--- src/rtl/tc_pkg.sv ---
package tc_pkg;
    typedef enum logic [1:0] {
        RATE_1_3 = 2'b00,
        RATE_1_2 = 2'b01,
        RATE_2_3 = 2'b10,
        RATE_7_8 = 2'b11
    } rate_e;

    typedef enum logic [1:0] {
        S_FILL = 2'd0,
        S_CODE = 2'd1,
        S_TAIL = 2'd2
    } phase_e;
endpackage

--- src/rtl/tc_rsc_core.sv ---
// One trellis step of the 13/15 recursive systematic encoder.
// state_i[0] is the most recent register value.
module tc_rsc_core (
    input  logic [2:0] state_i,
    input  logic       u_i,
    input  logic       term_i,
    output logic       par_o,
    output logic       tail_o,
    output logic [2:0] next_o
);
    logic fb;
    logic a;

    always_comb begin
        fb     = state_i[1] ^ state_i[2];          // taps D^2, D^3
        a      = term_i ? 1'b0 : (u_i ^ fb);       // tail input cancels feedback
        par_o  = a ^ state_i[0] ^ state_i[2];      // taps 1, D, D^3
        tail_o = fb;
        next_o = {state_i[1], state_i[0], a};
    end
endmodule

--- src/rtl/tc_punct.sv ---
// Puncture mask: which parities survive at a given phase, and period end.
module tc_punct
    import tc_pkg::*;
(
    input  rate_e      rate_i,
    input  logic [3:0] phase_i,
    output logic       keep1_o,
    output logic       keep2_o,
    output logic       wrap_o
);
    always_comb begin
        keep1_o = 1'b1;
        keep2_o = 1'b1;
        wrap_o  = 1'b1;
        case (rate_i)
            RATE_1_3: begin
                keep1_o = 1'b1;
                keep2_o = 1'b1;
                wrap_o  = 1'b1;
            end
            RATE_1_2: begin
                keep1_o = (phase_i == 4'd0);
                keep2_o = (phase_i == 4'd1);
                wrap_o  = (phase_i == 4'd1);
            end
            RATE_2_3: begin
                keep1_o = (phase_i == 4'd0);
                keep2_o = (phase_i == 4'd2);
                wrap_o  = (phase_i == 4'd3);
            end
            RATE_7_8: begin
                keep1_o = (phase_i == 4'd0);
                keep2_o = (phase_i == 4'd7);
                wrap_o  = (phase_i == 4'd13);
            end
            default: begin
                keep1_o = 1'b1;
                keep2_o = 1'b1;
                wrap_o  = 1'b1;
            end
        endcase
    end
endmodule

--- src/rtl/tc_turbo_enc.sv ---
// Block turbo encoder: buffer, two constituent encoders, puncturing.
// BLK_LEN must be a power of two (interleaver arithmetic wraps modulo 2^IW).
module tc_turbo_enc
    import tc_pkg::*;
#(
    parameter int BLK_LEN  = 512,
    parameter int INTLV_F1 = 31,
    parameter int INTLV_F2 = 64
) (
    input  logic       clk,
    input  logic       rst_n,
    input  logic       in_valid,
    output logic       in_ready,
    input  logic       in_bit,
    input  logic [1:0] in_rate,
    output logic       out_valid,
    output logic       out_bit,
    output logic       out_last
);
    localparam int          IW       = $clog2(BLK_LEN);
    localparam int          N_ENC    = 2;
    localparam int          TAIL_LEN = 12;
    localparam logic [IW-1:0] LAST_IDX = IW'(BLK_LEN - 1);
    localparam logic [IW-1:0] DLT0     = IW'(INTLV_F1 + INTLV_F2);
    localparam logic [IW-1:0] DLT_INC  = IW'(2 * INTLV_F2);
    localparam logic [3:0]  TAIL_END = 4'(TAIL_LEN - 1);

    typedef struct packed {
        phase_e                       st;
        rate_e                        rate;
        logic [IW-1:0]                idx;
        logic [1:0]                   sub;
        logic [3:0]                   ph;
        logic [3:0]                   tcnt;
        logic [IW-1:0]                pi;
        logic [IW-1:0]                dlt;
        logic [N_ENC-1:0][2:0]        enc;
        logic [BLK_LEN-1:0]           mem;
    } st_t;

    st_t q, d;

    logic [N_ENC-1:0]      uin;
    logic [N_ENC-1:0]      par;
    logic [N_ENC-1:0]      tsys;
    logic [N_ENC-1:0][2:0] nxt;
    logic                  term;
    logic                  keep1, keep2, wrap;
    logic                  bit_c;

    for (genvar g = 0; g < N_ENC; g++) begin : g_rsc
        tc_rsc_core u_core (
            .state_i (q.enc[g]),
            .u_i     (uin[g]),
            .term_i  (term),
            .par_o   (par[g]),
            .tail_o  (tsys[g]),
            .next_o  (nxt[g])
        );
    end

    tc_punct u_punct (
        .rate_i  (q.rate),
        .phase_i (q.ph),
        .keep1_o (keep1),
        .keep2_o (keep2),
        .wrap_o  (wrap)
    );

    always_comb begin
        d      = q;
        bit_c  = 1'b0;
        term   = (q.st == S_TAIL);
        uin[0] = q.mem[q.idx];
        uin[1] = q.mem[q.pi];
        case (q.st)
            S_FILL: begin
                if (in_valid) begin
                    if (q.idx == '0) d.rate = rate_e'(in_rate);
                    d.mem[q.idx] = in_bit;
                    d.idx        = q.idx + 1'b1;
                    if (q.idx == LAST_IDX) begin
                        d.st  = S_CODE;
                        d.idx = '0;
                        d.sub = 2'd0;
                        d.ph  = 4'd0;
                        d.pi  = '0;
                        d.dlt = DLT0;
                    end
                end
            end
            S_CODE: begin
                logic adv;
                adv = 1'b0;
                case (q.sub)
                    2'd0: begin
                        bit_c = q.mem[q.idx];
                        if (keep1)      d.sub = 2'd1;
                        else if (keep2) d.sub = 2'd2;
                        else            adv   = 1'b1;
                    end
                    2'd1: begin
                        bit_c = par[0];
                        if (keep2) d.sub = 2'd2;
                        else       adv   = 1'b1;
                    end
                    default: begin
                        bit_c = par[1];
                        adv   = 1'b1;
                    end
                endcase
                if (adv) begin
                    d.enc = nxt;
                    d.sub = 2'd0;
                    d.ph  = wrap ? 4'd0 : q.ph + 4'd1;
                    d.idx = q.idx + 1'b1;
                    d.pi  = q.pi + q.dlt;
                    d.dlt = q.dlt + DLT_INC;
                    if (q.idx == LAST_IDX) begin
                        d.st   = S_TAIL;
                        d.tcnt = 4'd0;
                    end
                end
            end
            S_TAIL: begin
                case (q.tcnt[1:0])
                    2'd0:    bit_c = tsys[0];
                    2'd1:    bit_c = par[0];
                    2'd2:    bit_c = tsys[1];
                    default: bit_c = par[1];
                endcase
                if (q.tcnt[1:0] == 2'd3) d.enc = nxt;
                d.tcnt = q.tcnt + 4'd1;
                if (q.tcnt == TAIL_END) begin
                    d.st  = S_FILL;
                    d.idx = '0;
                end
            end
            default: d.st = S_FILL;
        endcase
    end

    always_ff @(posedge clk) begin
        if (!rst_n) begin
            q      <= '0;
            q.st   <= S_FILL;
            q.rate <= RATE_1_3;
        end else begin
            q <= d;
        end
    end

    assign in_ready  = (q.st == S_FILL);
    assign out_valid = (q.st != S_FILL);
    assign out_bit   = bit_c;
    assign out_last  = (q.st == S_TAIL) && (q.tcnt == TAIL_END);

    // encoders enter each block from the all-zero state
    p_fresh_state_r4: assert property (@(posedge clk) disable iff (!rst_n)
        $rose(out_valid) |-> (q.enc == '0));

    // tail drives both encoders back to zero
    p_term_zero_r8: assert property (@(posedge clk) disable iff (!rst_n)
        out_last |=> (q.enc == '0));

    // buffer reopens right after the final tail bit
    p_ready_after_last_r9: assert property (@(posedge clk) disable iff (!rst_n)
        out_last |=> (in_ready && !out_valid));

    // no gap inside a coded block
    p_no_gap_r9: assert property (@(posedge clk) disable iff (!rst_n)
        (out_valid && !out_last) |=> out_valid);

    // sampled rate holds while the block is coded
    p_rate_hold_r3: assert property (@(posedge clk) disable iff (!rst_n)
        (out_valid && $past(out_valid)) |-> $stable(q.rate));
endmodule

--- config.mk ---
export PLATFORM = sky130hd
export DESIGN_NAME = tc_turbo_enc
export DESIGN_NICKNAME = d
export VERILOG_FILES = /design/src/rtl/tc_pkg.sv /design/src/rtl/tc_rsc_core.sv /design/src/rtl/tc_punct.sv /design/src/rtl/tc_turbo_enc.sv
export SDC_FILE = /design/constraint.sdc
export NUM_CORES = 2
export LEC_CHECK = 0
export ABC_AREA = 1
export BUFFER_PORTS_ARGS = -buffer_cell sky130_fd_sc_hd__buf_2
export CAP_MARGIN = 20
export CORE_ASPECT_RATIO = 0.8
export CORE_MARGIN = 2
export CORE_UTILIZATION = 33
export DETAILED_ROUTE_END_ITERATION = 7
export PLACE_DENSITY = 0.5
export SKIP_LAST_GASP = 1
export SLEW_MARGIN = 15
export SYNTH_ARGS = -nofsm -noshare
export SYNTH_HDL_FRONTEND = slang
export SYNTH_SLANG_ARGS = --single-unit
--- constraint.sdc ---
create_clock -name clk -period 2.4 [get_ports clk]
set_input_delay 0.12 -clock clk [delete_from_list [all_inputs] [get_ports clk]]
set_output_delay 0.12 -clock clk [all_outputs]
set_load 0.02 [all_outputs]
# After elaboration in Yosys (flattened, before gate mapping)

Index checks and enable logic that the tools add are counted.

Div/mod/pow operators: 0
Order comparisons: 3
Reduce and logical (&&, ||, !) cells: 21
Equality and inequality tests: 23
Muxes and demuxes: 42
$mul: 0
Shift operators: 0
Add/sub/neg operators: 5
Bitwise logic cells: 8

Operators by type and width:

| operator                                                          | number |
|---|---|
| bitwise mux 512 bit                                               | 1 |
| two-way mux 43 bit                                                | 1 |
| two-way mux 18 bit                                                | 2 |
| one-hot mux 18 bit (2 select lines)                               | 1 |
| one-hot mux 9 bit (3 select lines)                                | 1 |
| one-hot mux 6 bit (2 select lines)                                | 2 |
| < comparator 9 x 10 -> 1 bit, second input constant               | 2 |
| two-way mux 19 bit                                                | 1 |
| binary-select mux 1 bit (select 9 bit)                            | 2 |
| two-way mux 15 bit                                                | 1 |
| two-way mux 2 bit                                                 | 7 |
| AND reduction 4 bit                                               | 3 |
| == test 2 bit, second input constant                              | 5 |
| != test 2 bit, second input constant                              | 5 |
| adder 9 x 1 -> 9 bit, second input constant                       | 1 |
| adder 9 x 8 -> 9 bit, second input constant                       | 1 |
| adder 9 bit                                                       | 1 |
| demux 1 bit (select 9 bit)                                        | 1 |
| == test 9 bit, second input constant                              | 1 |
| greater-or-equal comparator 9 x 1 -> 1 bit, second input constant | 1 |
| logical NOT 9 bit                                                 | 1 |
| two-way mux 9 bit                                                 | 1 |
| AND reduction 3 bit                                               | 3 |
| adder 4 x 1 -> 4 bit, second input constant                       | 2 |
| other kinds (25)                                                  | 55 |

RAM bits: 0
Bits of input ports: 6
Memories: 0
Register bits after elaboration: 559
ROM bits: 0
Latch bits: 0
Word-level logic and storage cells: 113
Output and inout bits: 4

# Longest topological paths before layout

Depth after elaboration: 8
Gate-level depth with buffers: 24
Mapped depth without buffers: 22

# By module

From an unflattened synthesis, not the netlist that was laid out.

Cell total of the unflattened synthesis: 5293
Area, all modules: 32837.7 um^2

By module, submodules not included:

| module       | cells each | sequential area each (um^2) | area an instance (um^2) | times used |
|---|---|---|---|---|
| tc_turbo_enc | 5216       | 11070.6                     | 32481.2                 | 1 |
| tc_rsc_core  | 24         | 0.0                         | 113.9                   | 2 |
| tc_punct     | 29         | 0.0                         | 128.9                   | 1 |

# Worst setup path after synthesis

Ideal clock, no wire load.

Path kind: register -> output
From: register q[546] in the netlist's numbering
To: output out_bit
Arrival time: 2.311 ns
Path slack: -0.031 ns
Stages on the path, launching flop included: 24
Path through: dfxtp_1 -> buf_4 -> buf_8 -> buf_6 -> nand2_1 -> nand3_1 -> nand2_1 -> nand2_1 -> nand2_1 -> nor2_1 -> nor2_1 -> nor2_1 -> nand2_1 -> nand2_1 -> nand2_1 -> nor2_1 -> nand2_1 -> nand2_1 -> nand3_1 -> nand2_1 -> nand3_1 -> nand2_1 -> inv_1 -> a21oi_1

Longest elaborated chain between the ends: 8
Elaborated cells on any way between the ends: 9
Classes of those cells: mux: 6; bitwise: 3

Ends and longest elaborated chain:

| item                                                                                            | line                                    | text |
|---|---|---|
| start: declaration                                                                              | tc_turbo_enc.sv:41                      | `st_t q, d;` |
| binary-select mux 1 bit (select 9 bit) (*)                                                      | tc_turbo_enc.sv:74, tc_turbo_enc.sv:97  |  |
| two-way mux 1 bit (implied by the code) (*)                                                     | tc_turbo_enc.sv:74, tc_turbo_enc.sv:97  |  |
| bitwise XOR 1 bit                                                                               | tc_rsc_core.sv:16                       | `a = term_i ? 1'b0 : (u_i ^ fb);` |
| two-way mux 1 bit                                                                               | tc_rsc_core.sv:16                       |  |
| bitwise XOR 1 bit (2 in a row)                                                                  | tc_rsc_core.sv:17                       | `par_o = a ^ state_i[0] ^ state_i[2];` |
| one-hot mux 1 bit (3 select lines) / one-hot mux 1 bit (2 select lines) (equally long branches) | tc_turbo_enc.sv:126, tc_turbo_enc.sv:95 |  |
| one-hot mux 1 bit (2 select lines) (*)                                                          | tc_turbo_enc.sv:76                      | `case (q.st)` |
| end: declaration                                                                                | tc_turbo_enc.sv:17                      | `output logic out_bit,` |

Every way passes the cells marked *; elsewhere a longest branch is shown, timed or not. The select of a mux whose other input is x is not followed.

# Worst setup path in the final report

From: register q[546] in the netlist's numbering
To: register q[512] in the netlist's numbering

Longest elaborated chain between the ends: 6
Elaborated cells on any way between the ends: 7
Classes of those cells: mux: 6; bitwise: 1

Ends and longest elaborated chain:

| item                                                           | line                                     | text |
|---|---|---|
| binary-select mux 1 bit (select 9 bit) (*)                     | tc_turbo_enc.sv:74                       | `uin[0] = q.mem[q.idx];` |
| two-way mux 1 bit (implied by the code) (*)                    | tc_turbo_enc.sv:74                       |  |
| bitwise XOR 1 bit (*)                                          | tc_rsc_core.sv:16                        |  |
| two-way mux 1 bit (*)                                          | tc_rsc_core.sv:16                        |  |
| two-way mux 6 bit / two-way mux 43 bit (equally long branches) | tc_turbo_enc.sv:132, tc_turbo_enc.sv:112 |  |
| one-hot mux 6 bit (2 select lines) (*)                         | tc_turbo_enc.sv:76                       |  |

Marked as above.
A chain may end at the register's enable or synchronous reset.

==> reports/results.txt <==
Synth async-reset ratio - 0%
Post-route ant nets - 0
Buffers & Inverters on Critical Path - 16
WL/cell - 24.8 microns
Yosys top cell area share - 34.1%
Crit-path max cell delay - 360 ps
Clk sink count - 553
Worst-path clk slew - 60 ps
Setup violations, final - 26
Worst R2R Start - q[546]
WP data required - 2940 ps
Run status - finished with violations
Leak - 0.0158 uW
I/O Pins - 10
CTS root buffer - clkbuf_16
Cell Rows - 102
Clock Latency Late Sink - 680 ps
Iteration-0 DRC Markers - 5554
RSZ-0062 raised after global routing - true
Max Transition Viols Final - 0
Worst setup margin - -1350 ps
Iteration count of the initial detailed-routing pass - 7
Min-delay src - in_valid
Largest registers - q (553)
Antenna violations before repair - 5
Gate count of the mapped netlist - 5281
Grt total ovfl - 0
Final hold violation count - 0
CP endpoint kind - flop
Vias - 40054
Placed cell area - 38500 sq um
Die area - 101000 sq um
R2R setup slack - -1350 ps
Peak Freq - 0.266 GHz
Peak supply drop - 562 uV
CTS tree - built
Max reg flops - 553
Syn-to-layout area delta - 32.9%
Routed WL - 171000 microns
Share of the yosys chip area belonging to registers - 34.1%
Die W - 354 microns
Fin crit period - 3750 ps
Cells after DPL - 6704
WP depth - 33
CP max FO - 13
Setup CP Type - flop to flop
Post-synth top cells - nand2_1, nor3_1, nand3_1
Seq cells post-synth - 553
Crit path to - q[512]
Via density per instance - 5.80
Cell class contributing the biggest share of worst-path delay - buffers and inverters
Core footprint - 97100 sq um
Yosys warning count - 0
Layout cells sized above 1 - 18.5%
Failing checks - setup timing
Post-synth top flop - dfxtp_1
CTS buffer count - 61
Nets - 5587
Chip height - 284 microns
Startpoint Class - flop
Largest net degree at the start of global routing - 86
P per Cell Area - 577 nW/um^2
H-tree depth - 2
Overall Global Routing Usage - 32.2%
Hold WS - 42.9 ps
Bufs on Longest Clock Path - 3
Worst slew margin - 52.1%
Post-route insts no fill - 6909
Fin crit share - 156%
Gp weighted congestion - 0.933
Syn_nets - 5310
Syn_area_per_cell - 6.14 sq um
Global-route wire length before repair - 247000 microns
Tightest Hold Check Type - input pin to flop
Most frequent CP cell - buf_4
Worst Setup SP - q[546]
Most frequent cell after synthesis - nand2_1
Yosys top cell by area - dfxtp_1
Worst slew pin tran - 719 ps
Synth cell types - 33
Initial Utilization - 33.4%
Max Cap Viol - 0
RR Endpoint - q[512]
Mapped cell area - 32400 sq um
Vias in the first global route - 36398
Synth top area cells - dfxtp_1, nand2_1, nor3_1, nand3_1, a21oi_1
Worst r2r path cells - 33
Residual DRC - 0
Number of diodes - 0
Clock Skew - 17.5 ps
WP data arrival - 4290 ps
EDFF count, synth - 0
Design area - 43100 sq um
Largest reg by FF count - q
Crit path max-delay cell type - dfxtp_4
Port bufs - 9
Post-DP HPWL - 103000 microns
[per-stage QoR]
stage / utilization [%] / total power [uW] / setup TNS [ps] / setup slack [ps]
4_1_cts: 43.3 / 24400 / -6500 / -1300
2_1_floorplan: - / 11800 / 0 / 64.4
5_1_grt: 44.4 / 25500 / -9460 / -1500
3_5_place_dp: 39.7 / 13600 / -12130 / -838
6_report: 44.4 / 24800 / -5610 / -1350
3_3_place_gp: 39.7 / 13600 / -10340 / -820
[layer usage]
| layer | vias to the layer above | routed length, microns | global-route usage (%) |
|---|---|---|---|
| met5 | - | 31 | 0 |
| met4 | 6 | 8800 | 14.7 |
| met3 | 497 | 18900 | 6.25 |
| met2 | 2305 | 71200 | 47.4 |
| met1 | 18799 | 72300 | 45.3 |
| li1 | 18447 | - | - |
[cell families (layout without fill, tap and decap cells)]
logic type | after synthesis | in the layout | synth area share, %
AOI/OAI and AO/OA | 977 | 977 | 15.2
and+or+nand+nor | 3030 | 3030 | 40.8
DFF | 553 | 553 | 34.1
adders and majority gates | 23 | 23 | 0.910
buffers and inverters | 684 | 1012 | 8.60
xor gates and xnor gates | 14 | 14 | 0.378
[cells in the final DEF, fill, tap and decap left out, types with 9 or more instances in the layout]
cell type	netlist	routed
a21oi_1	580	577
dfxtp_1	553	543
ha_1	22	19
nand3_1	662	618
inv_2	4	20
clkinv_2	0	14
clkbuf_16	0	72
nor2_2	5	31
nand3_4	0	10
xor2_1	12	12
inv_1	189	159
buf_4	7	476
o21ai_1	34	59
buf_12	0	150
buf_6	11	23
nand3_2	0	34
nand2_1	1177	1145
nand2_2	0	27
buf_16	0	15
clkbuf_8	0	23
nor3_1	772	745
nor2_4	0	33
nand4_1	11	11
o21ai_0	343	311
buf_8	1	9
nor2_1	398	339
nor3_2	0	27
[how the worst min path moves through the flow]
stage	end	cells after the start	slack, ps
global route	q[557]	4	40
finish	q[544]	7	40
CTS	q[557]	4	30
global placement	q[555]	3	350
floorplan	q[555]	2	250
detailed placement	q[555]	3	370
[where the power goes]
part	total [uW]	switching, uW	internal (uW)
clock network	10300	4440	5900
registers	9270	56.9	9220
logic	5230	3290	1940
total	24800	7790	17100
[cell type report]
type,count,area (sq um)
clock inverters,22,263
fillers,10103,54000
repair buffers,698,7830
inverters,197,835
repair inverters,3,47.5
multi-input cells,4044,19500
flip-flops and latches,553,11100
well taps,1300,1630
clock buffers,92,1870
[worst register-to-register path, delay by kind of cell (launching register included)]
family / cells / cell delay, ps
and+or+nand+nor: 15 / 1110
AOI/OAI and AO/OA: 2 / 130
DFF: 1 / 360
buffers and inverters: 16 / 2020
[timing repair]
| action | in CTS | in global routing |
|---|---|---|
| setup endpoints to repair | 157 | 355 |
| pin swaps | 51 | 43 |
| hold buffers | 4 | 0 |
| gates resized for setup | 167 | 160 |
| gates cloned | 14 | 11 |
| hold endpoints to repair | 22 | 0 |
| buffers inserted | 38 | 29 |
Note: power is estimated with default switching activity, not from simulation.
